<file path="config.mk">
export PLATFORM = sky130hd
export DESIGN_NAME = cfgwin_top
export DESIGN_NICKNAME = d
export VERILOG_FILES = /design/src/rtl/cfgwin_pkg.sv /design/src/rtl/cfgwin_ctrl.sv /design/src/rtl/cfgwin_dpath.sv /design/src/rtl/cfgwin_top.sv
export SDC_FILE = /design/constraint.sdc
export NUM_CORES = 1
export LEC_CHECK = 0
export BUFFER_PORTS_ARGS = -buffer_cell sky130_fd_sc_hd__buf_4
export CAP_MARGIN = 15
export CORE_MARGIN = 1.5
export CORE_UTILIZATION = 50
export CTS_CLUSTER_DIAMETER = 60
export DETAILED_ROUTE_END_ITERATION = 10
export MAX_ROUTING_LAYER = met4
export PLACE_DENSITY = 0.86
export SLEW_MARGIN = 25
export SYNTH_ARGS = -nofsm -noshare
export SYNTH_HDL_FRONTEND = slang
export SYNTH_HIERARCHICAL = 1
export SYNTH_SLANG_ARGS = --single-unit
</file>
<file path="constraint.sdc">
create_clock -name clk -period 6.5 [get_ports clk]
set_clock_uncertainty 0.15 [all_clocks]
set_input_delay 0.65 -clock clk [delete_from_list [all_inputs] [get_ports clk]]
set_output_delay 0.65 -clock clk [all_outputs]
set_load 0.03 [all_outputs]
</file>
<file path="src/rtl/cfgwin_pkg.sv">
package cfgwin_pkg;

  typedef enum logic [1:0] {
    ST_IDLE = 2'd0,
    ST_WAIT = 2'd1,
    ST_DONE = 2'd2
  } ctrlState_t;

  typedef struct packed {
    logic accept;
    logic regWrite;
    logic respFromCfg;
    logic respOnes;
  } ctrlStrobe_t;

  function automatic logic [3:0] laneMask(input logic [1:0] offset, input logic [1:0] size);
    logic [6:0] wide;
    case (size)
      2'd0:    wide = 7'b0000001;
      2'd1:    wide = 7'b0000011;
      default: wide = 7'b0001111;
    endcase
    if (size >= 2'd2) return 4'hF;
    wide = wide << offset;
    return wide[3:0];
  endfunction

endpackage

</file>
<file path="src/rtl/cfgwin_ctrl.sv">
module cfgwin_ctrl
  import cfgwin_pkg::*;
#(
  parameter int TIMEOUT_CYCLES = 64
) (
  input  logic        clk,
  input  logic        rstN,
  input  logic        ioReq,
  input  logic        ioWrite,
  input  logic        hitRegs,
  input  logic        hitCfg,
  input  logic        cfgAck,
  output ctrlStrobe_t strb,
  output logic        cfgReq,
  output logic        ioDone
);

  localparam int CNT_W = $clog2(TIMEOUT_CYCLES + 1);
  localparam logic [CNT_W-1:0] LAST_WAIT = CNT_W'(TIMEOUT_CYCLES - 1);

  ctrlState_t state, stateNext;
  logic [CNT_W-1:0] waitCnt;
  logic expire;

  assign expire = (state == ST_WAIT) && !cfgAck && (waitCnt == LAST_WAIT);

  always_comb begin
    strb.accept      = (state == ST_IDLE) && ioReq;
    strb.regWrite    = strb.accept && hitRegs && ioWrite;
    strb.respFromCfg = (state == ST_WAIT) && cfgAck;
    strb.respOnes    = expire;
  end

  always_comb begin
    stateNext = state;
    case (state)
      ST_IDLE: if (ioReq) stateNext = hitCfg ? ST_WAIT : ST_DONE;
      ST_WAIT: if (cfgAck || expire) stateNext = ST_DONE;
      ST_DONE: stateNext = ST_IDLE;
      default: stateNext = ST_IDLE;
    endcase
  end

  always_ff @(posedge clk) begin
    if (!rstN) begin
      state   <= ST_IDLE;
      waitCnt <= '0;
    end else begin
      state <= stateNext;
      if (state == ST_WAIT) waitCnt <= waitCnt + 1'b1;
      else                  waitCnt <= '0;
    end
  end

  assign cfgReq = (state == ST_WAIT);
  assign ioDone = (state == ST_DONE);

  // completion is a single-cycle pulse
  p_done_pulse_r9: assert property (@(posedge clk) disable iff (!rstN)
    ioDone |=> !ioDone);

  // an unacknowledged request before expiry stays raised
  p_req_hold_r9: assert property (@(posedge clk) disable iff (!rstN)
    (cfgReq && !cfgAck && waitCnt != LAST_WAIT) |=> cfgReq);

  // waiting never outlasts the timeout window
  p_wait_bound_r7: assert property (@(posedge clk) disable iff (!rstN)
    (cfgReq && !cfgAck && waitCnt == LAST_WAIT) |=> (ioDone && !cfgReq));

endmodule

</file>
<file path="src/rtl/cfgwin_dpath.sv">
module cfgwin_dpath
  import cfgwin_pkg::*;
#(
  parameter logic [15:0] KEY_PORT   = 16'h0CF8,
  parameter logic [15:0] BUS_PORT   = 16'h0CFA,
  parameter logic [3:0]  WIN_NIBBLE = 4'hC,
  parameter int          DEV_W      = 4,
  parameter int          REG_W      = 6
) (
  input  logic              clk,
  input  logic              rstN,
  input  ctrlStrobe_t       strb,
  input  logic              ioWrite,
  input  logic [15:0]       ioAddr,
  input  logic [1:0]        ioSize,
  input  logic [31:0]       ioWdata,
  input  logic [31:0]       cfgRdata,
  output logic              hitRegs,
  output logic              hitWin,
  output logic              hitCfg,
  output logic              keyLive,
  output logic [31:0]       ioRdata,
  output logic              ioClaimed,
  output logic              cfgWrite,
  output logic [7:0]        cfgBus,
  output logic [DEV_W-1:0]  cfgDev,
  output logic [2:0]        cfgFunc,
  output logic [REG_W-1:0]  cfgReg,
  output logic [3:0]        cfgBe,
  output logic [31:0]       cfgWdata
);

  localparam int KEY_LANE = int'(KEY_PORT[1:0]);
  localparam int BUS_LANE = int'(BUS_PORT[1:0]);
  localparam int DEV_LO   = 8;

  logic [7:0]  keyReg, busReg;
  logic [3:0]  beNow;
  logic [31:0] regWord;
  logic [31:0] respData;
  logic        claimReg;

  assign beNow   = laneMask(ioAddr[1:0], ioSize);
  assign hitRegs = (ioAddr[15:2] == KEY_PORT[15:2]);
  assign hitWin  = (ioAddr[15:12] == WIN_NIBBLE);
  assign keyLive = (keyReg != 8'h00);
  assign hitCfg  = hitWin && keyLive;

  always_comb begin
    regWord = '0;
    regWord[8*KEY_LANE +: 8] = keyReg;
    regWord[8*BUS_LANE +: 8] = busReg;
  end

  always_ff @(posedge clk) begin
    if (!rstN) begin
      keyReg <= 8'h00;
      busReg <= 8'h00;
    end else if (strb.regWrite) begin
      if (beNow[KEY_LANE]) keyReg <= ioWdata[8*KEY_LANE +: 8];
      if (beNow[BUS_LANE]) busReg <= ioWdata[8*BUS_LANE +: 8];
    end
  end

  always_ff @(posedge clk) begin
    if (!rstN) begin
      cfgWrite <= 1'b0;
      cfgBus   <= '0;
      cfgDev   <= '0;
      cfgFunc  <= '0;
      cfgReg   <= '0;
      cfgBe    <= '0;
      cfgWdata <= '0;
      claimReg <= 1'b0;
      respData <= '1;
    end else begin
      if (strb.accept) begin
        cfgWrite <= ioWrite;
        cfgBus   <= busReg;
        cfgDev   <= ioAddr[DEV_LO +: DEV_W];
        cfgFunc  <= keyReg[3:1];
        cfgReg   <= ioAddr[2 +: REG_W];
        cfgBe    <= beNow;
        cfgWdata <= ioWdata;
        claimReg <= hitRegs || hitCfg;
        respData <= hitRegs ? regWord : '1;
      end
      if (strb.respFromCfg)  respData <= cfgRdata;
      else if (strb.respOnes) respData <= '1;
    end
  end

  assign ioRdata   = respData;
  assign ioClaimed = claimReg;

  // register dword accesses are always claimed
  p_reg_claim_r2: assert property (@(posedge clk) disable iff (!rstN)
    (strb.accept && hitRegs) |=> ioClaimed);

endmodule

</file>
<file path="src/rtl/cfgwin_top.sv">
module cfgwin_top
  import cfgwin_pkg::*;
#(
  parameter int TIMEOUT_CYCLES = 64
) (
  input  logic        clk,
  input  logic        rstN,
  input  logic        ioReq,
  input  logic        ioWrite,
  input  logic [15:0] ioAddr,
  input  logic [1:0]  ioSize,
  input  logic [31:0] ioWdata,
  output logic [31:0] ioRdata,
  output logic        ioClaimed,
  output logic        ioDone,
  output logic        cfgReq,
  output logic        cfgWrite,
  output logic [7:0]  cfgBus,
  output logic [3:0]  cfgDev,
  output logic [2:0]  cfgFunc,
  output logic [5:0]  cfgReg,
  output logic [3:0]  cfgBe,
  output logic [31:0] cfgWdata,
  input  logic        cfgAck,
  input  logic [31:0] cfgRdata
);

  ctrlStrobe_t strb;
  logic hitRegs, hitWin, hitCfg, keyLive;

  cfgwin_ctrl #(.TIMEOUT_CYCLES(TIMEOUT_CYCLES)) i_ctrl (
    .clk(clk), .rstN(rstN), .ioReq(ioReq), .ioWrite(ioWrite),
    .hitRegs(hitRegs), .hitCfg(hitCfg), .cfgAck(cfgAck),
    .strb(strb), .cfgReq(cfgReq), .ioDone(ioDone)
  );

  cfgwin_dpath i_dpath (
    .clk(clk), .rstN(rstN), .strb(strb), .ioWrite(ioWrite),
    .ioAddr(ioAddr), .ioSize(ioSize), .ioWdata(ioWdata), .cfgRdata(cfgRdata),
    .hitRegs(hitRegs), .hitWin(hitWin), .hitCfg(hitCfg), .keyLive(keyLive),
    .ioRdata(ioRdata), .ioClaimed(ioClaimed), .cfgWrite(cfgWrite),
    .cfgBus(cfgBus), .cfgDev(cfgDev), .cfgFunc(cfgFunc), .cfgReg(cfgReg),
    .cfgBe(cfgBe), .cfgWdata(cfgWdata)
  );

  // a window access with a zero key never reaches configuration space
  p_keyzero_no_req_r4: assert property (@(posedge clk) disable iff (!rstN)
    (ioReq && !cfgReq && !ioDone && hitWin && !keyLive) |=> !cfgReq);

  // acknowledged read data reaches the host
  p_ack_data_r6: assert property (@(posedge clk) disable iff (!rstN)
    (cfgReq && cfgAck && !cfgWrite) |=> (ioDone && ioRdata == $past(cfgRdata)));

  // a live request always has at least one lane enabled
  p_be_live_r5: assert property (@(posedge clk) disable iff (!rstN)
    cfgReq |-> (cfgBe != 4'h0));

  // request fields hold while the request is raised
  p_fields_stable_r9: assert property (@(posedge clk) disable iff (!rstN)
    (cfgReq && $past(cfgReq)) |-> ($stable(cfgDev) && $stable(cfgBus) && $stable(cfgReg)));

endmodule

</file>
==> flow_summary.ini, run 1 <==
[timing]
tightest_slew_ps = 1010
fin_ws_ps = 3470
rsz0062_at_grt = false
slew_violations = 0
max_freq_ghz = 0.331
fin_crit_sh_pct = 46.5
final.min_clock_period_ps = 3030
max_slew_margin_pct = 32.3
final.setup.tns_ps = 0
report.final.hold_viol_count = 0
setup_violations = 0

[clock_tree]
clock_latency_ps = 500
post_cts_buffers = 0
post_cts_resize_count = 0
postCtsHoldBufs = 0
cts_tree = built
htree_levels = 4
cts_buffers = 17
clock_path_buffers = 2
clock-root-buffer = clkbuf_8
clock_sinks = 116
clkTransAtPathRegs_ps = 60

[drt]
ant_nets = 0
wl_per_cell_um = 15.7
via_count = 4384
wl_um = 12900
drtIter0Drc = 217
vias_per_cell = 5.37
drtPass1Iterations = 5
drc = 0

[outcome]
status = completed

[setup_path]
worstPathMaxFanout = 32
start_kind = flop
worstPathRequired_ps = 6780
arrival_ps = 3300
endpoint_kind = flop
path_class = flop to flop

[pwr]
leakagePower_nw = 2.98
powerDensity_mw_per_mm2 = 288
ir_worst_vdd_mv = 0.213

[worst_hold_path]
min_path_type = primary input to flop

[floorplanning]
io_pins = 180
num_rows = 35
die_h_um = 101
core_area_mm2 = 0.00928
start_util_pct = 51.8
die_w_um = 101
die-area_mm2 = 0.0102

[synthesis]
syn-num-nets = 600
syn_area_per_cell_um2 = 9.38
yosysWarnings = 6
syn_area_mm2 = 0.00480
syn-instance-count = 512

[cells_and_area]
fin_cells = 817
layout-drive-gt1-share_pct = 32.6
area_delta_synth_final_pct = 40.7
final_nets = 763
nFillCells = 698
num_antenna_cells = 0

[grt]
grt_use_total_pct = 26.2
grt_max_degree = 84
antenna_found_initial = 0
gr-total-overflow = 0
grt_pass1_vias = 4203
grt_pass1_wl_um = 20400

[placement]
dp_slack_ps = 3530
io_buffers = 179
gp_congestion = 0.829
dp_cells = 785
hpwl_um = 8820

[run]
cap_viol_max_count = 0
==> layout make-up <==
class	instances	area (um2)	share of cell area, %
multi-input combinational	349	2270	33.6
timing repair buffer	185	1390	20.5
clock buffer	20	435	6.44
sequential	116	2320	34.4
tap	129	161	2.39
inverter	6	22.5	0.333
clock inverter	12	155	2.30
==> metrics by stage <==
step / utilization (%) / hold WS (ps) / cell area, um2 / total power, mW
finish: 72.8 / 235 / 6760 / 1.94
global route: 72.8 / 233 / 6760 / 2.02
CTS: 72.8 / 224 / 6760 / 1.96
detailed placement: 66.4 / 310 / 6170 / 1.04
global placement: 66.4 / 280 / 6170 / 1.03
floorplan: - / 268 / 4800 / 0.929
==> flip-flops by register name (all words and copies together) (netlist names) <==
signal	cells
i_dpath/cfgBe	4
i_dpath/keyReg	8
i_ctrl/state	2
i_dpath/cfgWdata	32
i_dpath/ioClaimed	1
i_dpath/cfgReg	6
i_dpath/ioRdata	32
i_dpath/cfgFunc	3
i_dpath/cfgBus	8
i_ctrl/waitCnt	7
i_dpath/cfgDev	4
i_dpath/cfgWrite	1
i_dpath/busReg	8
==> worst max-delay path, cell delays in order, from the launching register on <==
cell	delay (ps)
dfxtp_1	360
ha_1	210
nand3_2	130
or3_4	400
nor3b_2	180
buf_4	280
or3_1	830
a311oi_1	240
o21ai_1	150
==> power by group <==
group          total [mW]  leakage [nW]  switching [mW]  internal (mW)
combinational       0.266          1.75           0.149          0.117
clock               0.917         0.285           0.323          0.594
sequential          0.761         0.950          0.0171          0.744
total                1.94          2.98           0.489           1.45
==> final timing paths <==
kind              cells past startpoint                              end                     startpoint  slack, ps
setup / recovery                      8  i_dpath/ioRdata[4]$_SDFFE_PN1P_   i_ctrl/waitCnt[0]$_SDFF_PN0_       3470
setup reg to reg                      8  i_dpath/ioRdata[4]$_SDFFE_PN1P_   i_ctrl/waitCnt[0]$_SDFF_PN0_       3470
hold / removal                        3   i_dpath/cfgDev[2]$_SDFFE_PN0P_                     ioAddr[10]        240
hold reg to reg                       2    i_dpath/cfgBe[1]$_SDFFE_PN0P_  i_dpath/cfgBe[1]$_SDFFE_PN0P_        320
==> cell usage in the layout (no fill, tap or decap), drive strengths merged, types with 6 or more instances in the layout <==
master	count
a21oi	13
clkinv	6
mux2i	62
nor2b	18
o311ai	17
nand2	52
inv	7
buf	185
nor2	65
nand3	10
a311oi	16
clkbuf	20
dfxtp	116
nor4b	17
o21ai	26
nand2b	17
==> metal layers <==
metal	track usage (%)	part of all wire [%]	vias to the layer above
met3	6.80	6.8	18
met1	32.0	43	2060
met5	-	0	-
met4	8.76	1.6	0
li1	-	-	2142
met2	42.4	49	164
Note: power is estimated with default switching activity, not from simulation.
==> inputs of run 2 (changes only) <==
--- a/config.mk
+++ b/config.mk
@@ -5,14 +5,15 @@
 export SDC_FILE = /design/constraint.sdc
 export NUM_CORES = 1
 export LEC_CHECK = 0
+export ABC_AREA = 1
 export BUFFER_PORTS_ARGS = -buffer_cell sky130_fd_sc_hd__buf_4
 export CAP_MARGIN = 15
 export CORE_MARGIN = 1.5
-export CORE_UTILIZATION = 50
+export CORE_UTILIZATION = 45
 export CTS_CLUSTER_DIAMETER = 60
 export DETAILED_ROUTE_END_ITERATION = 10
 export MAX_ROUTING_LAYER = met4
-export PLACE_DENSITY = 0.86
+export PLACE_DENSITY = 0.82
 export SLEW_MARGIN = 25
 export SYNTH_ARGS = -nofsm -noshare
 export SYNTH_HDL_FRONTEND = slang
==> constraint.sdc (replaced) <==
create_clock -name clk -period 2.65 [get_ports clk]
set_clock_uncertainty 0.15 [all_clocks]
set_input_delay 0.265 -clock clk [delete_from_list [all_inputs] [get_ports clk]]
set_output_delay 0.265 -clock clk [all_outputs]
set_load 0.03 [all_outputs]
==> run 2 against run 1 <==
Sequential share of layout area decreased by 4.3 points. Synthesized area increased by 3.0%. Utilization decreased by 1.1 points. Critical endpoint is now i_dpath/busReg[1]$_SDFFE_PN0P_. Critical path type is now primary input to flop. First-iteration DRC count increased by 65%. Flip-flop and latch count unchanged. Cell count increased by 35%. Global-route usage decreased by 0.81 points. Largest power group unchanged. Routed wire length increased by 12%. Via count increased by 19%.
==> flow_summary.ini, run 2 <==
[placement]
io_buffers = 179
post_dp_cell_area_mm2 = 0.00630
gp_congestion = 0.818
hpwl_um = 8510
dp_slack_ps = 476

[setup_path]
start_kind = primary input
r2r_slack_ps = 450
arrival_ps = 2450
r2r-end = i_dpath/ioRdata[31]$_SDFFE_PN1P_
reg2reg_depth = 10
worstPathRequired_ps = 2850
endpoint_kind = flop
r2r_start = i_ctrl/waitCnt[0]$_SDFF_PN0_
path_class = primary input to flop
worstPathMaxFanout = 16

[synthesis]
ys_seq_area_share_pct = 46.9
synth.cells.most_frequent = nand2_1, nor2_1, dfxtp_1, o21ai_0, inv_1
synth-adder-area-share_pct = 0.253
syn_area_per_cell_um2 = 7.00
synth_top_family_by_area = simple AND/OR/NAND/NOR gates
yosysMostFrequentCell = nand2_1
synth_edf_count = 0
ys_ff_latch = 116
async_flop_share_pct = 0
synth_area_leaders = dfxtp_1, nand2_1, nor2_1, o21ai_0, inv_1
yosysWarnings = 6
synth-main-ff-cell = dfxtp_1
synth_top_area_share_pct = 46.9
yosysTopAreaCell = dfxtp_1
synth.area.mux_share_pct = 1.62
synth-compound-area-share_pct = 14.4
syn-instance-count = 707
yosys.area_share.simple_pct = 24.6
syn_area_mm2 = 0.00495
synth.distinct_cells = 31
syn-num-nets = 795
synth_xor_area_share_pct = 0.177

[cells_and_area]
mostFrequentLayoutCell = buf_4
fin_area_mm2 = 0.00773
nFillCells = 826
ff_latch_area_mm2 = 0.00232
layout_common_cells = buf_4, nand2_1, nor2_1
num_antenna_cells = 0
multi_input_area_mm2 = 0.00204
layout-drive-gt1-share_pct = 24.1
final_nets = 1040
area_delta_synth_final_pct = 56.2

[grt]
grt_max_degree = 67
grt_pass1_vias = 4869
grt_use_total_pct = 25.4
gr-total-overflow = 0
grt_pass1_wl_um = 22800
antenna_found_initial = 0

[timing]
max_slew_margin_pct = 57.7
fin_ws_ps = 399
fin_crit_sh_pct = 85.0
report.final.hold_viol_count = 0
max_freq_ghz = 0.444
final.setup.tns_ps = 0
tightest_slew_ps = 634
final.min_clock_period_ps = 2250
setup_violations = 0
slew_violations = 0
rsz0062_at_grt = false

[drt]
wl_met2_um = 7050
via_count = 5231
wl_um = 14500
vias_per_cell = 4.73
wl_met3_um = 810
drtPass1Iterations = 7
top_layer_used = met4
drtIter0Drc = 357
drc = 0
wl_per_cell_um = 13.1
wl_met1_um = 6230
ant_nets = 0

[floorplanning]
die-area_mm2 = 0.0116
start_util_pct = 45.9
die_w_um = 108
core_area_mm2 = 0.0108
io_pins = 180
die_h_um = 108
num_rows = 38

[pwr]
power_mw = 5.21
p_switching_mw = 1.36
powerDensity_mw_per_mm2 = 674
switching_share_pct = 26.1
leakagePower_nw = 3.94
p_clk_share_pct = 46.5
p_seq_share_pct = 36.7
p_int_mw = 3.85
ir_worst_vdd_mv = 0.502
p_comb_share_pct = 16.8

[outcome]
status = completed

[clock_tree]
clock_latency_ps = 480
clock_path_buffers = 2
cts_tree = built
cts_buffers = 17
clkTransAtPathRegs_ps = 60
htree_levels = 4
clock-root-buffer = clkbuf_8
clock_sinks = 116
post_cts_buffers = 0

[worst_hold_path]
min_path_type = primary input to flop
min_to = i_dpath/cfgBe[2]$_SDFFE_PN0P_
hp-start = ioSize[0]
hold_path_depth = 5

[run]
cap_viol_max_count = 0
## run 2: what timing repair did
action | in CTS | in global routing
hold endpoints to repair | 96 | 0
hold buffers | 80 | 0
gates resized for setup | 0 | 0
## run 2: routing by layer
| metal | up-vias | global-route usage [%] |
|---|---|---|
| met3 | 32 | 5.21 |
| met2 | 198 | 42.1 |
| met5 | - | - |
| li1 | 2672 | - |
| met1 | 2329 | 30.0 |
| met4 | 0 | 10.7 |
## run 2: final cells by class
class,count,share of cell area (%)
Multi-Input combinational cell,453,26.4
Clock buffer,19,5.45
Timing Repair Buffer,265,28.3
Clock inverter,13,2.67
Tap cell,140,2.27
Sequential cell,116,30.0
Inverter,99,4.87
## run 2: cells by family (layout without fill, tap and decap cells)
| kind of cell | Yosys count | after routing |
|---|---|---|
| and+or+nand+nor | 302 | 302 |
| AOI/OAI and AO/OA | 141 | 141 |
| buffers and inverters | 138 | 396 |
| DFF | 116 | 116 |
| muxes | 8 | 8 |
| adders and majority gates | 1 | 1 |
| xor gates and xnor gates | 1 | 1 |
## run 2: how the worst max path moves through the flow
stage / start / endpoint / depth (start not counted)
6_report: ioAddr[9] / i_dpath/busReg[1]$_SDFFE_PN0P_ / 9
5_1_grt: i_ctrl/waitCnt[0]$_SDFF_PN0_ / i_dpath/ioRdata[31]$_SDFFE_PN1P_ / 10
4_1_cts: i_ctrl/waitCnt[0]$_SDFF_PN0_ / i_dpath/ioRdata[31]$_SDFFE_PN1P_ / 10
3_5_place_dp: i_ctrl/waitCnt[0]$_SDFF_PN0_ / i_dpath/ioRdata[31]$_SDFFE_PN1P_ / 10
3_3_place_gp: ioAddr[13] / i_dpath/keyReg[2]$_SDFFE_PN0P_ / 10
2_1_floorplan: i_ctrl/waitCnt[0]$_SDFF_PN0_ / i_dpath/ioRdata[11]$_SDFFE_PN1P_ / 12
## run 2: worst max-delay path, cell delays in order
cell and delay (ps):
dlygate4sd3_1 540, buf_4 150, nor2_1 100, nand2_1 100
nor4_1 280, and3_1 230, nand3_1 380, o21ai_0 340
a21oi_1 70
## run 2: power by group through the flow
| stage | Sequential (mW) | Combinational, mW | Clock (mW) |
|---|---|---|---|
| finish | 1.91 | 0.877 | 2.42 |
| global route | 1.92 | 0.946 | 2.55 |
| CTS | 1.91 | 0.864 | 2.46 |
| detailed placement | 1.94 | 0.766 | 0 |
| global placement | 1.94 | 0.759 | 0 |
| floorplan | 2.15 | 0.235 | 0 |
## run 2: through the flow
step | instances | hold slack [ps] | util (%)
global placement | 993 | 309 | 58.4
detailed placement | 993 | 317 | 58.4
global route | 1105 | 50.1 | 71.7
finish | 1105 | 42.5 | 71.7
floorplan | 707 | 250 | -
CTS | 1105 | 16.6 | 71.7
